### src/rtl/pool_pkg.sv
package pool_pkg;
  typedef enum logic [2:0] {
    OP_NOP     = 3'd0,
    OP_TXALLOC = 3'd1,
    OP_RESET   = 3'd2,
    OP_RXPOP   = 3'd3,
    OP_RXFREE  = 3'd4,
    OP_FREE    = 3'd5,
    OP_TXPUSH  = 3'd6,
    OP_TXCLR   = 3'd7
  } pool_op_e;

  localparam int ST_W       = 8;
  localparam int ST_RX      = 0;
  localparam int ST_TXDONE  = 1;
  localparam int ST_TXEMPTY = 2;
  localparam int ST_ALLOC   = 3;
  localparam logic [ST_W-1:0] ACK_CLEARABLE = 8'hD6;
  localparam logic [ST_W-1:0] ST_RESET_VAL  = 8'h04;
endpackage

### src/rtl/pool_pick.sv
module pool_pick #(
  parameter int NBUF = 4,
  parameter int IDW  = 2
) (
  input  logic [NBUF-1:0] used,
  output logic            found,
  output logic [IDW-1:0]  idx
);
  // lowest-numbered clear bit wins: scan downward so the last hit is the lowest
  always_comb begin
    found = 1'b0;
    idx   = '0;
    for (int i = NBUF - 1; i >= 0; i--) begin
      if (!used[i]) begin
        found = 1'b1;
        idx   = IDW'(i);
      end
    end
  end
endmodule

### src/rtl/pool_fifo.sv
module pool_fifo #(
  parameter int DEPTH = 4,
  parameter int W     = 2
) (
  input  logic                         clk,
  input  logic                         rst_n,
  input  logic                         clr,
  input  logic                         push,
  input  logic                         pop,
  input  logic [W-1:0]                 din,
  output logic [W-1:0]                 head,
  output logic [$clog2(DEPTH+1)-1:0]   count,
  output logic [$clog2(DEPTH+1)-1:0]   count_next,
  output logic                         empty,
  output logic                         full
);
  localparam int CW = $clog2(DEPTH + 1);
  localparam int PW = (DEPTH > 1) ? $clog2(DEPTH) : 1;

  logic [W-1:0]  mem [DEPTH];
  logic [PW-1:0] rd_q, wr_q, rd_n, wr_n;
  logic [CW-1:0] cnt_q, cnt_n;
  logic          pop_ok, push_ok;

  function automatic logic [PW-1:0] wrap_inc(input logic [PW-1:0] p);
    return (p == PW'(DEPTH - 1)) ? '0 : p + 1'b1;
  endfunction

  assign empty   = (cnt_q == '0);
  assign full    = (cnt_q == CW'(DEPTH));
  assign pop_ok  = pop & ~empty;
  assign push_ok = push & (~full | pop_ok);

  always_comb begin
    rd_n  = rd_q;
    wr_n  = wr_q;
    cnt_n = cnt_q;
    if (clr) begin
      rd_n  = '0;
      wr_n  = '0;
      cnt_n = '0;
    end else begin
      if (pop_ok)  rd_n = wrap_inc(rd_q);
      if (push_ok) wr_n = wrap_inc(wr_q);
      cnt_n = cnt_q + CW'(push_ok) - CW'(pop_ok);
    end
  end

  always_ff @(posedge clk or negedge rst_n) begin
    if (!rst_n) begin
      rd_q  <= '0;
      wr_q  <= '0;
      cnt_q <= '0;
    end else begin
      rd_q  <= rd_n;
      wr_q  <= wr_n;
      cnt_q <= cnt_n;
    end
  end

  always_ff @(posedge clk) begin
    if (push_ok && !clr) mem[wr_q] <= din;
  end

  assign head       = mem[rd_q];
  assign count      = cnt_q;
  assign count_next = cnt_n;
endmodule

### src/rtl/pkt_pool_alloc.sv
module pkt_pool_alloc
  import pool_pkg::*;
#(
  parameter int NBUF = 4,
  parameter int NUMW = 8
) (
  input  logic              clk,
  input  logic              rst_n,
  input  logic              cmd_valid,
  input  logic [2:0]        cmd_op,
  input  logic [NUMW-1:0]   pkt_num,
  input  logic              ack_valid,
  input  logic [ST_W-1:0]   ack_data,
  input  logic [ST_W-1:0]   int_mask,
  input  logic              tx_sent,
  input  logic              auto_release,
  input  logic              rx_req,
  output logic              rx_grant,
  output logic [NUMW-1:0]   alloc_result,
  output logic [NUMW-1:0]   rx_head,
  output logic [NUMW-1:0]   tx_head,
  output logic [NUMW-1:0]   done_head,
  output logic [NBUF-1:0]   buf_map,
  output logic [ST_W-1:0]   int_status,
  output logic              irq
);
  localparam int IDW = (NBUF > 1) ? $clog2(NBUF) : 1;
  localparam int CW  = $clog2(NBUF + 1);
  localparam logic [NUMW-1:0] NONE = NUMW'(1) << (NUMW - 1);

  logic [NBUF-1:0] map_q, map_n, map_base;
  logic [NUMW-1:0] res_q, res_n;
  logic [ST_W-1:0] st_q, st_n;
  logic            irq_q;

  pool_op_e        op;
  logic            do_cmd, do_ack, do_tx, do_rx;
  logic            pkt_ok;
  logic [IDW-1:0]  pkt_idx;

  logic            rel_en;
  logic [IDW-1:0]  rel_idx;
  logic            pick_found;
  logic [IDW-1:0]  pick_idx;
  logic [NBUF-1:0] pick_bit, rel_bit;

  logic            rx_push, rx_pop, rx_clr, rx_empty, rx_full;
  logic            tx_push, tx_pop, tx_clr, tx_empty, tx_full;
  logic            dn_push, dn_pop, dn_clr, dn_empty, dn_full;
  logic [IDW-1:0]  rx_hidx, tx_hidx, dn_hidx;
  logic [CW-1:0]   rx_cnt, tx_cnt, dn_cnt, rx_cnt_n, tx_cnt_n, dn_cnt_n;

  // one-hot decode of the picked and released buffer numbers
  for (genvar g = 0; g < NBUF; g++) begin : g_onehot
    assign pick_bit[g] = (pick_idx == IDW'(g));
    assign rel_bit[g]  = rel_en && (rel_idx == IDW'(g));
  end

  // one event per cycle: command > acknowledge > transmit done > receive request
  assign op      = pool_op_e'(cmd_op);
  assign do_cmd  = cmd_valid;
  assign do_ack  = ack_valid & ~cmd_valid;
  assign do_tx   = tx_sent & ~cmd_valid & ~ack_valid;
  assign do_rx   = rx_req & ~cmd_valid & ~ack_valid & ~tx_sent;
  assign pkt_ok  = (pkt_num < NUMW'(NBUF));
  assign pkt_idx = pkt_num[IDW-1:0];

  always_comb begin
    rel_en  = 1'b0;
    rel_idx = '0;
    if (do_cmd && op == OP_RXFREE && !rx_empty) begin
      rel_en  = 1'b1;
      rel_idx = rx_hidx;
    end else if (do_cmd && op == OP_FREE && pkt_ok) begin
      rel_en  = 1'b1;
      rel_idx = pkt_idx;
    end else if (do_tx && !tx_empty && auto_release) begin
      rel_en  = 1'b1;
      rel_idx = tx_hidx;
    end
  end

  assign map_base = map_q & ~rel_bit;

  pool_pick #(.NBUF(NBUF), .IDW(IDW)) u_pick (
    .used (map_base),
    .found(pick_found),
    .idx  (pick_idx)
  );

  always_comb begin
    map_n    = map_base;
    res_n    = res_q;
    st_n     = st_q;
    rx_push  = 1'b0; rx_pop = 1'b0; rx_clr = 1'b0;
    tx_push  = 1'b0; tx_pop = 1'b0; tx_clr = 1'b0;
    dn_push  = 1'b0; dn_pop = 1'b0; dn_clr = 1'b0;
    rx_grant = 1'b0;

    // a pending transmit allocation is granted by any release
    if (rel_en && res_q == NONE && pick_found) begin
      map_n          = map_base | pick_bit;
      res_n          = NUMW'(pick_idx);
      st_n[ST_ALLOC] = 1'b1;
    end

    if (do_cmd) begin
      unique case (op)
        OP_TXALLOC: begin
          st_n[ST_ALLOC] = 1'b0;
          res_n          = NONE;
          if (pick_found) begin
            map_n          = map_base | pick_bit;
            res_n          = NUMW'(pick_idx);
            st_n[ST_ALLOC] = 1'b1;
          end
        end
        OP_RESET: begin
          map_n  = '0;
          res_n  = '0;
          rx_clr = 1'b1;
          tx_clr = 1'b1;
          dn_clr = 1'b1;
        end
        OP_RXPOP, OP_RXFREE: begin
          rx_pop      = 1'b1;
          st_n[ST_RX] = (rx_cnt > CW'(1));
        end
        OP_TXPUSH: tx_push = pkt_ok;
        OP_TXCLR: begin
          tx_clr = 1'b1;
          dn_clr = 1'b1;
        end
        default: ;
      endcase
    end else if (do_ack) begin
      st_n   = st_n & ~(ack_data & ACK_CLEARABLE);
      dn_pop = ack_data[ST_TXDONE];
    end else if (do_tx) begin
      tx_pop  = 1'b1;
      dn_push = ~tx_empty & ~auto_release;
    end else if (do_rx && pick_found && !rx_full) begin
      rx_grant    = 1'b1;
      rx_push     = 1'b1;
      map_n       = map_base | pick_bit;
      st_n[ST_RX] = 1'b1;
    end

    if (tx_cnt_n == '0) st_n[ST_TXEMPTY] = 1'b1;
    if (dn_cnt_n != '0) st_n[ST_TXDONE]  = 1'b1;
  end

  always_ff @(posedge clk or negedge rst_n) begin
    if (!rst_n) begin
      map_q <= '0;
      res_q <= '0;
      st_q  <= ST_RESET_VAL;
      irq_q <= 1'b0;
    end else begin
      map_q <= map_n;
      res_q <= res_n;
      st_q  <= st_n;
      irq_q <= |(st_q & int_mask);
    end
  end

  pool_fifo #(.DEPTH(NBUF), .W(IDW)) u_rxq (
    .clk(clk), .rst_n(rst_n), .clr(rx_clr), .push(rx_push), .pop(rx_pop),
    .din(pick_idx), .head(rx_hidx), .count(rx_cnt), .count_next(rx_cnt_n),
    .empty(rx_empty), .full(rx_full)
  );

  pool_fifo #(.DEPTH(NBUF), .W(IDW)) u_txq (
    .clk(clk), .rst_n(rst_n), .clr(tx_clr), .push(tx_push), .pop(tx_pop),
    .din(pkt_idx), .head(tx_hidx), .count(tx_cnt), .count_next(tx_cnt_n),
    .empty(tx_empty), .full(tx_full)
  );

  pool_fifo #(.DEPTH(NBUF), .W(IDW)) u_dnq (
    .clk(clk), .rst_n(rst_n), .clr(dn_clr), .push(dn_push), .pop(dn_pop),
    .din(tx_hidx), .head(dn_hidx), .count(dn_cnt), .count_next(dn_cnt_n),
    .empty(dn_empty), .full(dn_full)
  );

  assign alloc_result = res_q;
  assign rx_head      = rx_empty ? NONE : NUMW'(rx_hidx);
  assign tx_head      = tx_empty ? NONE : NUMW'(tx_hidx);
  assign done_head    = dn_empty ? NONE : NUMW'(dn_hidx);
  assign buf_map      = map_q;
  assign int_status   = st_q;
  assign irq          = irq_q;
endmodule

### config.mk
export PLATFORM = sky130hd
export DESIGN_NAME = pkt_pool_alloc
export DESIGN_NICKNAME = d
export VERILOG_FILES = /design/src/rtl/pool_pkg.sv /design/src/rtl/pool_pick.sv /design/src/rtl/pool_fifo.sv /design/src/rtl/pkt_pool_alloc.sv
export SDC_FILE = /design/constraint.sdc
export NUM_CORES = 1
export LEC_CHECK = 0
export BUFFER_PORTS_ARGS = -buffer_cell sky130_fd_sc_hd__buf_2
export CAP_MARGIN = 20
export CORE_ASPECT_RATIO = 0.7
export CORE_MARGIN = 2
export CORE_UTILIZATION = 30
export DETAILED_ROUTE_END_ITERATION = 8
export PLACE_DENSITY_LB_ADDON = 0.3
export SLEW_MARGIN = 20
export SYNTH_ARGS = -nofsm -noshare
export SYNTH_HDL_FRONTEND = slang
export SYNTH_SLANG_ARGS = --single-unit
### constraint.sdc
create_clock -name clk -period 3.1 [get_ports clk]
set_input_delay 0.31 -clock clk [delete_from_list [all_inputs] [get_ports clk]]
set_output_delay 0.31 -clock clk [all_outputs]
set_load 0.05 [all_outputs]
After elaboration in Yosys (flattened, before gate mapping). Memory sizes are Yosys's and may differ from the RTL's. Index checks and enable logic that the tools add are counted.

Bits in registers: 42. Memories: 3. Memory bits (writable): 24. Output and inout bits: 46.

Memory list: u_dnq.mem (depth 4, bits a word 2, rd ports 1, clocked after memory_dff 0, write ports 1, line pool_fifo.sv:20) `logic [W-1:0] mem [DEPTH];`; u_rxq.mem (depth 4, bits a word 2, rd ports 1, clocked after memory_dff 0, write ports 1, line pool_fifo.sv:20); u_txq.mem (depth 4, bits a word 2, rd ports 1, clocked after memory_dff 0, write ports 1, line pool_fifo.sv:20).

Add/sub/neg operators: 12. Eq/ne operators: 27. Reductions and logical operators: 45. $lt $le $gt $ge: 2. Bitwise operators: 32. Multiplexer cells: 88.

Operators by type and width (number): $mux W2 (26); $mux W8 (6); $mux W1 (44); $mux W4 (6); $eq A3 B3 Y1 const B (7); $eq A2 B2 Y1 const B (10); $logic_and A1 B1 Y1 (17); $and A8 B8 Y8 (2); $pmux W8 S2 (1); $reduce_bool A2 Y1 (8); $and A1 B1 Y1 (13); $add A2 B1 Y2 const B (6); $logic_not A3 Y1 (4); $mux W3 (4); $not A1 Y1 (10); $add A3 B1 Y3 (3); $sub A3 B1 Y3 (3); $eq A8 B8 Y1 const B (1); $lt A8 B3 Y1 const B (1); $not A8 Y8 (1); $pmux W4 S2 (1); $reduce_or A8 Y1 (1); $eq A3 B2 Y1 const B (2); $ne A2 B1 Y1 const B (3); other kinds (14) (26).

Longest topological paths before layout. Gate-level depths: netlist of run 1.

Word-level depth: 26. Mapped depth: 13.

By module. A second synthesis of run 1 with hierarchy kept.

Cell total of the unflattened synthesis: 307. Area, all modules: 3583.4 µm².

Modules (own cells, without submodules): pool_fifo (cells an instance 57, area each 759.5 µm², times used 3); pkt_pool_alloc (cells an instance 131, area each 1276.2 µm², times used 1); pool_pick (cells an instance 5, area each 28.8 µm², times used 1).

Least setup slack after synthesis of run 1. OpenSTA, ideal clock, no wires.

Kind: reg2reg. Start point: reg u_txq.cnt_q[2], in the netlist u_txq.count[2]. End point: reg st_q[2], in the netlist int_status[2]. Stages on the path, launching flop included: 12. Slack: 0.579 ns. Arrival time: 2.430 ns. Buffers on the path: 1. Cells stage by stage: dfrtp_1 or3_1 buf_4 nand3_1 inv_1 ha_1 inv_1 ha_1 fa_1 xnor2_1 nor2_1 o31ai_1.

Word-level cells in the longest chain between the ends: 11.

Ends and longest elaborated chain: start: declaration (line pool_fifo.sv:22) `logic [CW-1:0] cnt_q, cnt_n;`; start signal: assignment (line pool_fifo.sv:57) `cnt_q <= cnt_n;`; $logic_not A3 Y1 (line pool_fifo.sv:29) `assign empty = (cnt_q == '0);`; $not A1 Y1 (line pool_fifo.sv:31) `assign pop_ok = pop & ~empty;`; $and A1 B1 Y1 (line pool_fifo.sv:31); $or A1 B1 Y1 (line pool_fifo.sv:32) `assign push_ok = push & (~full | pop_ok);`; $and A1 B1 Y1 (line pool_fifo.sv:32); $add A3 B1 Y3 (line pool_fifo.sv:45) `cnt_n = cnt_q + CW'(push_ok) - CW'(pop_ok);`; $sub A3 B1 Y3 (*) (line pool_fifo.sv:45); $mux W3 (*) (line pool_fifo.sv:38) `if (clr) begin`; named net tx_cnt_n[2] (line pkt_pool_alloc.sv:51) `logic [CW-1:0] rx_cnt, tx_cnt, dn_cnt, rx_cnt_n, tx_cnt_n, dn_cnt_n;`; $logic_not A3 Y1 (*) (line pkt_pool_alloc.sv:149) `if (tx_cnt_n == '0) st_n[ST_TXEMPTY] = 1'b1;`; $ne A2 B1 Y1 (no line) / $reduce_bool A2 Y1 (equally long branches); $reduce_and A2 Y1 (no line); end signal: assignment (line pkt_pool_alloc.sv:162) `st_q <= st_n;`; end: declaration (line pkt_pool_alloc.sv:33) `logic [ST_W-1:0] st_q, st_n;`.

The timed path passes the listed nets; every way through them passes the cells marked *. A chain may end at the register's enable or synchronous reset.

Final worst setup path of run 1. Same ends and word-level chain as after synthesis.

==> impl_metrics.tcl, run 1 <==
set metrics [dict create \
    seq_area_sq_mm 0.001748 \
    cp-start-kind "flip-flop" \
    cts-hold-fix-buffers 0 \
    fin_worst_skew_ns 0.004251 \
    die_y_um 95.33 \
    clock_latency_ns 0.33 \
    power_frac_comb_pct 36.0 \
    wirelength_mm 8.080 \
    ys.flop_type "dfrtp_1" \
    switchingPower_uw 1427 \
    arrival_ns 2.98 \
    fin_crit_sh_pct 88.40 \
    design.portCount 80 \
    rows 33 \
    area_delta_synth_final_pct 20.58 \
    cts_resized 0 \
    viasPerCell 4.661 \
    drt_iter0_drc 164 \
    clockRootBuffer "clkbuf_16" \
    first_pass_iters 4 \
    crit_path_end_kind "flip-flop" \
    swShare_pct 39.64 \
    cts_setup_buffers 0 \
    grt_first_pass_wirelength_mm 12.79 \
    htreeDepth 3 \
    layout_common_cells "59 x buf_2, 40 x dfrtp_1, 29 x nand2_1" \
    synth_warnings 0 \
    synthDominantCellAreaShare_pct 28.00 \
    rsz0062_at_grt "no" \
    grt_max_degree 42 \
    p_seq_share_pct 35.1 \
    hp-class "in2async" \
    initial_core_util_pct 30.70 \
    maxCapViolCount 0 \
    routabilityCongestion 0.8305 \
    die-area_sq_mm 0.01282 \
    layout_commonest_cell "buf_2" \
    clkTransAtPathRegs_ns 0.06 \
    cts_max_path_buffers 2 \
    post-dp-hpwl_mm 6.311 \
    ir_drop_mv 0.3393 \
    dpl_cell_area_sq_mm 0.003990 \
    finalHoldViolCount 0 \
    p_leak_uw 0.001959 \
    power_frac_clock_pct 29.0 \
    drive_above_1_share_pct 25.77 \
    syn_inst 317 \
    drc 0 \
    synth_edf_count 24 \
    fillers 1147 \
    synth_area_per_cell_sq_um 11.28 \
    finalSetupViolCount 0 \
    cts_tree "built" \
    worstMarginPinSlew_ns 1.045 \
    nets 442 \
    synthArstFlopShare_pct 63.08 \
    post_drt_wl_per_cell_um 14.80 \
    min_period_ns 2.740 \
    slew_violations 0 \
    coreArea_sq_mm 0.01164 \
    multi_input_area_sq_mm 0.001608 \
    synthTopCellsByArea "dfrtp_1 28%, edfxtp_1 20%, ha_1 7.7%" \
    clock-sinks 65 \
    final.setup.tns_ns 0 \
    crit_chain "or3_1 > nand3_1 > inv_1 > ha_1 > inv_1 > ha_1 > fa_1 > xnor2_1 > nor2_1 > o31ai_1" \
    antenna_left 0 \
    p_per_area_mw_per_mm2 835.0 \
    crit_path_top_delay_cell "or3_1" \
    relSlewSlack_pct 29.79 \
    max_freq_mhz 364.9 \
    grt_usage_pct 13.41 \
    synth.distinct_cells 67 \
    vias 2545 \
    final_area_sq_mm 0.004310 \
    antenna_found_initial 1 \
    synth_area_sq_mm 0.003575 \
    crit_fanout 7 \
    numPortBuffers 59 \
    yosysTopAreaCell "dfrtp_1" \
    yosys_register_bits 65 \
    max_stage_delay_ns 0.50 \
    grt_pass1_vias 2350 \
    criticalPathCategory "reg2reg" \
    p_int_uw 2173 \
    numCtsBuffers 9 \
    seq_area_frac_synth_pct 48.90 \
    die_w_um 134.5 \
    status "completed" \
    grt_overflow 0 \
    critical_path_required_ns 3.34 \
]
## metal layers
| metal | wire, um | part of all wire, % | up-vias | GRT usage, % |
|---|---|---|---|---|
| li1 | - | - | 1219 | - |
| met1 | 4001 | 50 | 1228 | 19.48 |
| met2 | 3310 | 41 | 90 | 18.66 |
| met3 | 682 | 8.4 | 8 | 4.359 |
| met4 | 85 | 1.1 | 0 | 4.561 |
| met5 | 0 | 0 | - | 0 |
## cells by family (layout without fill, tap and decap cells)
kind of cell,after synthesis,after routing,synth area share [%]
AOI/OAI and AO/OA,48,48,10.54
xor gates and xnor gates,7,7,1.715
DFF,65,65,48.90
adders and majority gates,25,25,9.380
buffers and inverters,51,107,7.700
muxes,6,6,3.885
other,1,17,0.1049
and+or+nand+nor,114,114,17.78
## state kept, by name (all words and copies together) (netlist names)
register      flops
int_status        7
buf_map           4
u_txq.mem         8
u_txq.wr_q        2
u_txq.rd_q        2
u_dnq.rd_q        2
u_dnq.wr_q        2
u_rxq.rd_q        2
u_txq.count       3
alloc_result      8
u_dnq.mem         8
u_rxq.mem         8
u_rxq.wr_q        2
irq               1
u_dnq.count       3
u_rxq.count       3
## metrics by stage
stage	power (uW)	cells	utilization [%]	hold WS, ns	worst slack (ns)
after floorplan	2298	332	-	0.01441	0.5791
after global placement	2560	529	34.27	0.4925	0.3705
after detailed placement	2581	529	34.27	0.4919	0.3659
after CTS	3642	545	37.00	0.1586	0.3430
after global routing	3830	545	37.00	0.1720	0.1556
final	3599	546	37.02	0.1245	0.3597
## synthesized netlist by cell type, types with 5 or more instances
master    number
a21oi_1        7
and2_1        22
buf_4         20
dfrtp_1       40
edfxtp_1      24
ha_1          22
inv_1         25
mux4_2         5
nand2_1       29
nand3_1        9
nor2_1        20
nor2b_1        8
o21ai_0        6
o31ai_1        7
xnor2_1        5
## path summary, 6_finish.rpt
kind	start	end	slack, ns	depth (start not counted)
setup / recovery	u_txq.count[2]$_DFF_PN0_	int_status[2]$_DFFE_PN1P_	0.36	10
hold / removal	rst_n	u_rxq.wr_q[1]$_DFFE_PN0P_	0.12	1
min in group clk	ack_data[4]	int_status[4]$_DFFE_PN0P_	0.17	2
max in group asynchronous	rst_n	alloc_result[1]$_DFF_PN0_	2.36	1
setup reg to reg	u_txq.count[2]$_DFF_PN0_	int_status[2]$_DFFE_PN1P_	0.36	10
hold reg to reg	alloc_result[6]$_DFF_PN0_	alloc_result[6]$_DFF_PN0_	0.50	1
## area by class of cell
cell class | count | share of cell area [%]
flip-flops and latches | 65 | 40.55
well taps | 157 | 4.557
inverters | 26 | 2.264
diodes | 1 | 0.05806
repair buffers | 65 | 7.895
multi-input cells | 216 | 37.30
clock buffers | 12 | 6.705
clock inverters | 4 | 0.6676
## power groups by stage
stage          clock network (uW)  logic (uW)  registers [uW]
2_1_floorplan                   0         974            1320
3_3_place_gp                    0        1290            1270
3_5_place_dp                    0        1310            1270
4_1_cts                      1070        1310            1260
5_1_grt                      1110        1430            1290
6_report                     1040        1290            1260
## worst max-delay path, delay by kind of cell, from the launching register on
| kind | cells | cell delay (ns) |
|---|---|---|
| buffers and inverters | 2 | 0.15 |
| and+or+nand+nor | 3 | 0.82 |
| adders and majority gates | 3 | 0.85 |
| DFF | 1 | 0.41 |
| AOI/OAI and AO/OA | 1 | 0.27 |
| xor gates and xnor gates | 1 | 0.16 |
Note: power is estimated with default switching activity, not from simulation.
==> run 2, diff against run 1 <==
Settings changed: CAP_MARGIN 20 to unset, CORE_UTILIZATION 30 to 54.
==> run 2 against run 1 <==
  * Sequential power about the same
  * Routed wire length decreased by 12%
  * Total power decreased by 11%
  * Final cell count decreased by 15%
  * Critical path type unchanged
  * Largest power group unchanged
==> impl_metrics.tcl, run 2 (synthesis results as in run 1) <==
set metrics [dict create \
    status "completed" \
    timing.critical_path.buf_inv 2 \
    drive_above_1_share_pct 24.55 \
    grt_usage_pct 21.11 \
    multi_input_area_sq_mm 0.001608 \
    finalSetupViolCount 0 \
    cts_setup_buffers 0 \
    drt_iter0_drc 101 \
    routabilityCongestion 0.8387 \
    fin_worst_skew_ns 0.005798 \
    cts_tree "built" \
    finalHoldViolCount 0 \
    antenna_left 0 \
    crit_path_top_delay_cell "or3_1" \
    initial_core_util_pct 56.69 \
    finalWorstSetupSlack_ns 0.2961 \
    critical_path_required_ns 3.34 \
    hp-class "in2async" \
    num_antenna_cells 0 \
    relSlewSlack_pct 27.92 \
    vias 2518 \
    cts_max_path_buffers 2 \
    cp-start-kind "flip-flop" \
    worstMarginPinSlew_ns 1.073 \
    numPortBuffers 59 \
    crit_fanout 7 \
    numCtsBuffers 9 \
    maxCapViolCount 0 \
    ir_drop_mv 0.3971 \
    drc 0 \
    rsz0062_at_grt "no" \
    clock-sinks 65 \
    p_leak_uw 0.001886 \
    fin_crit_sh_pct 90.45 \
    max_freq_mhz 356.6 \
    wirelength_mm 7.143 \
    cts-hold-fix-buffers 0 \
    grt_overflow 0 \
    grt_pass1_vias 2404 \
    htreeDepth 3 \
    post-dp-hpwl_mm 5.433 \
    slew_violations 0 \
    min_period_ns 2.804 \
    final.setup.tns_ns 0 \
    fillers 514 \
    seq_area_sq_mm 0.001748 \
    grt_first_pass_wirelength_mm 11.58 \
    layout_common_cells "59 x buf_2, 40 x dfrtp_1, 29 x nand2_1" \
    first_pass_iters 4 \
    area_delta_synth_final_pct 13.65 \
    clockRootBuffer "clkbuf_8" \
    crit_path_end_kind "flip-flop" \
    criticalPathCategory "reg2reg" \
    die_w_um 101.2 \
    antenna_found_initial 0 \
    viasPerCell 5.415 \
    grt_max_degree 42 \
    nets 441 \
    hold_ws_ns 0.1169 \
    cts_resized 0 \
    clkTransAtPathRegs_ns 0.06 \
    rows 24 \
    p_per_area_mw_per_mm2 791.1 \
    arrival_ns 3.05 \
    crit_chain "or3_1 > nand3_1 > inv_1 > ha_1 > inv_1 > ha_1 > fa_1 > xnor2_1 > nor2_1 > o31ai_1" \
    clock_latency_ns 0.34 \
    crit_family "adder cells" \
    max_stage_delay_ns 0.51 \
    die-area_sq_mm 0.007297 \
    coreArea_sq_mm 0.006306 \
    post_drt_wl_per_cell_um 15.36 \
    die_y_um 72.07 \
    design.portCount 80 \
    place_ws_ns 0.3220 \
    layout_commonest_cell "buf_2" \
]
run 2: cell types whose count changed in the layout (fill, tap and decap cells not counted), sizes merged:
| cell | delta |
|---|---|
| inv | -2 |
| bufinv | +1 |
| clkinv | +1 |
| diode | -1 |
| buf | -1 |
run 2: layout make-up:
cell class	count	area share, %
inverters	26	2.402
repair buffers	64	8.192
multi-input cells	216	39.57
flip-flops and latches	65	43.02
clock buffers	12	3.326
well taps	78	2.402
clock inverters	4	1.078
run 2: where the power goes:
group	switching (uW)	total [uW]	internal, uW
clock	302	668	367
combinational	862	1300	439
sequential	176	1240	1070
run 2: path summary, 6_finish.rpt:
path / start / to / slack, ns / cells past startpoint
worst max-delay path: u_txq.count[2]$_DFF_PN0_ / int_status[2]$_DFFE_PN1P_ / 0.30 / 10
worst min-delay path: rst_n / u_dnq.rd_q[1]$_DFFE_PN0P_ / 0.12 / 1
worst max register to register: u_txq.count[2]$_DFF_PN0_ / int_status[2]$_DFFE_PN1P_ / 0.30 / 10
worst min register to register: alloc_result[3]$_DFF_PN0_ / alloc_result[3]$_DFF_PN0_ / 0.51 / 1
max in group asynchronous: rst_n / buf_map[1]$_DFF_PN0_ / 2.39 / 1
min in group clk: ack_data[7] / int_status[7]$_DFFE_PN0P_ / 0.15 / 2
run 2: through the flow:
step,std cells,util (%),cell area [sq um],power [uW]
5_1_grt,465,64.42,4063,3428
3_3_place_gp,449,61.59,3884,2521
2_1_floorplan,332,-,3631,2298
3_5_place_dp,449,61.59,3884,2564
6_report,465,64.42,4063,3214
4_1_cts,465,64.42,4063,3238
run 2: layer usage:
layer	vias to the layer above	wire length [um]	track usage, %
met4	0	84	7.057
met1	1206	3468	30.02
li1	1212	-	-
met3	9	501	5.877
met2	91	3089	31.64
met5	-	0	0
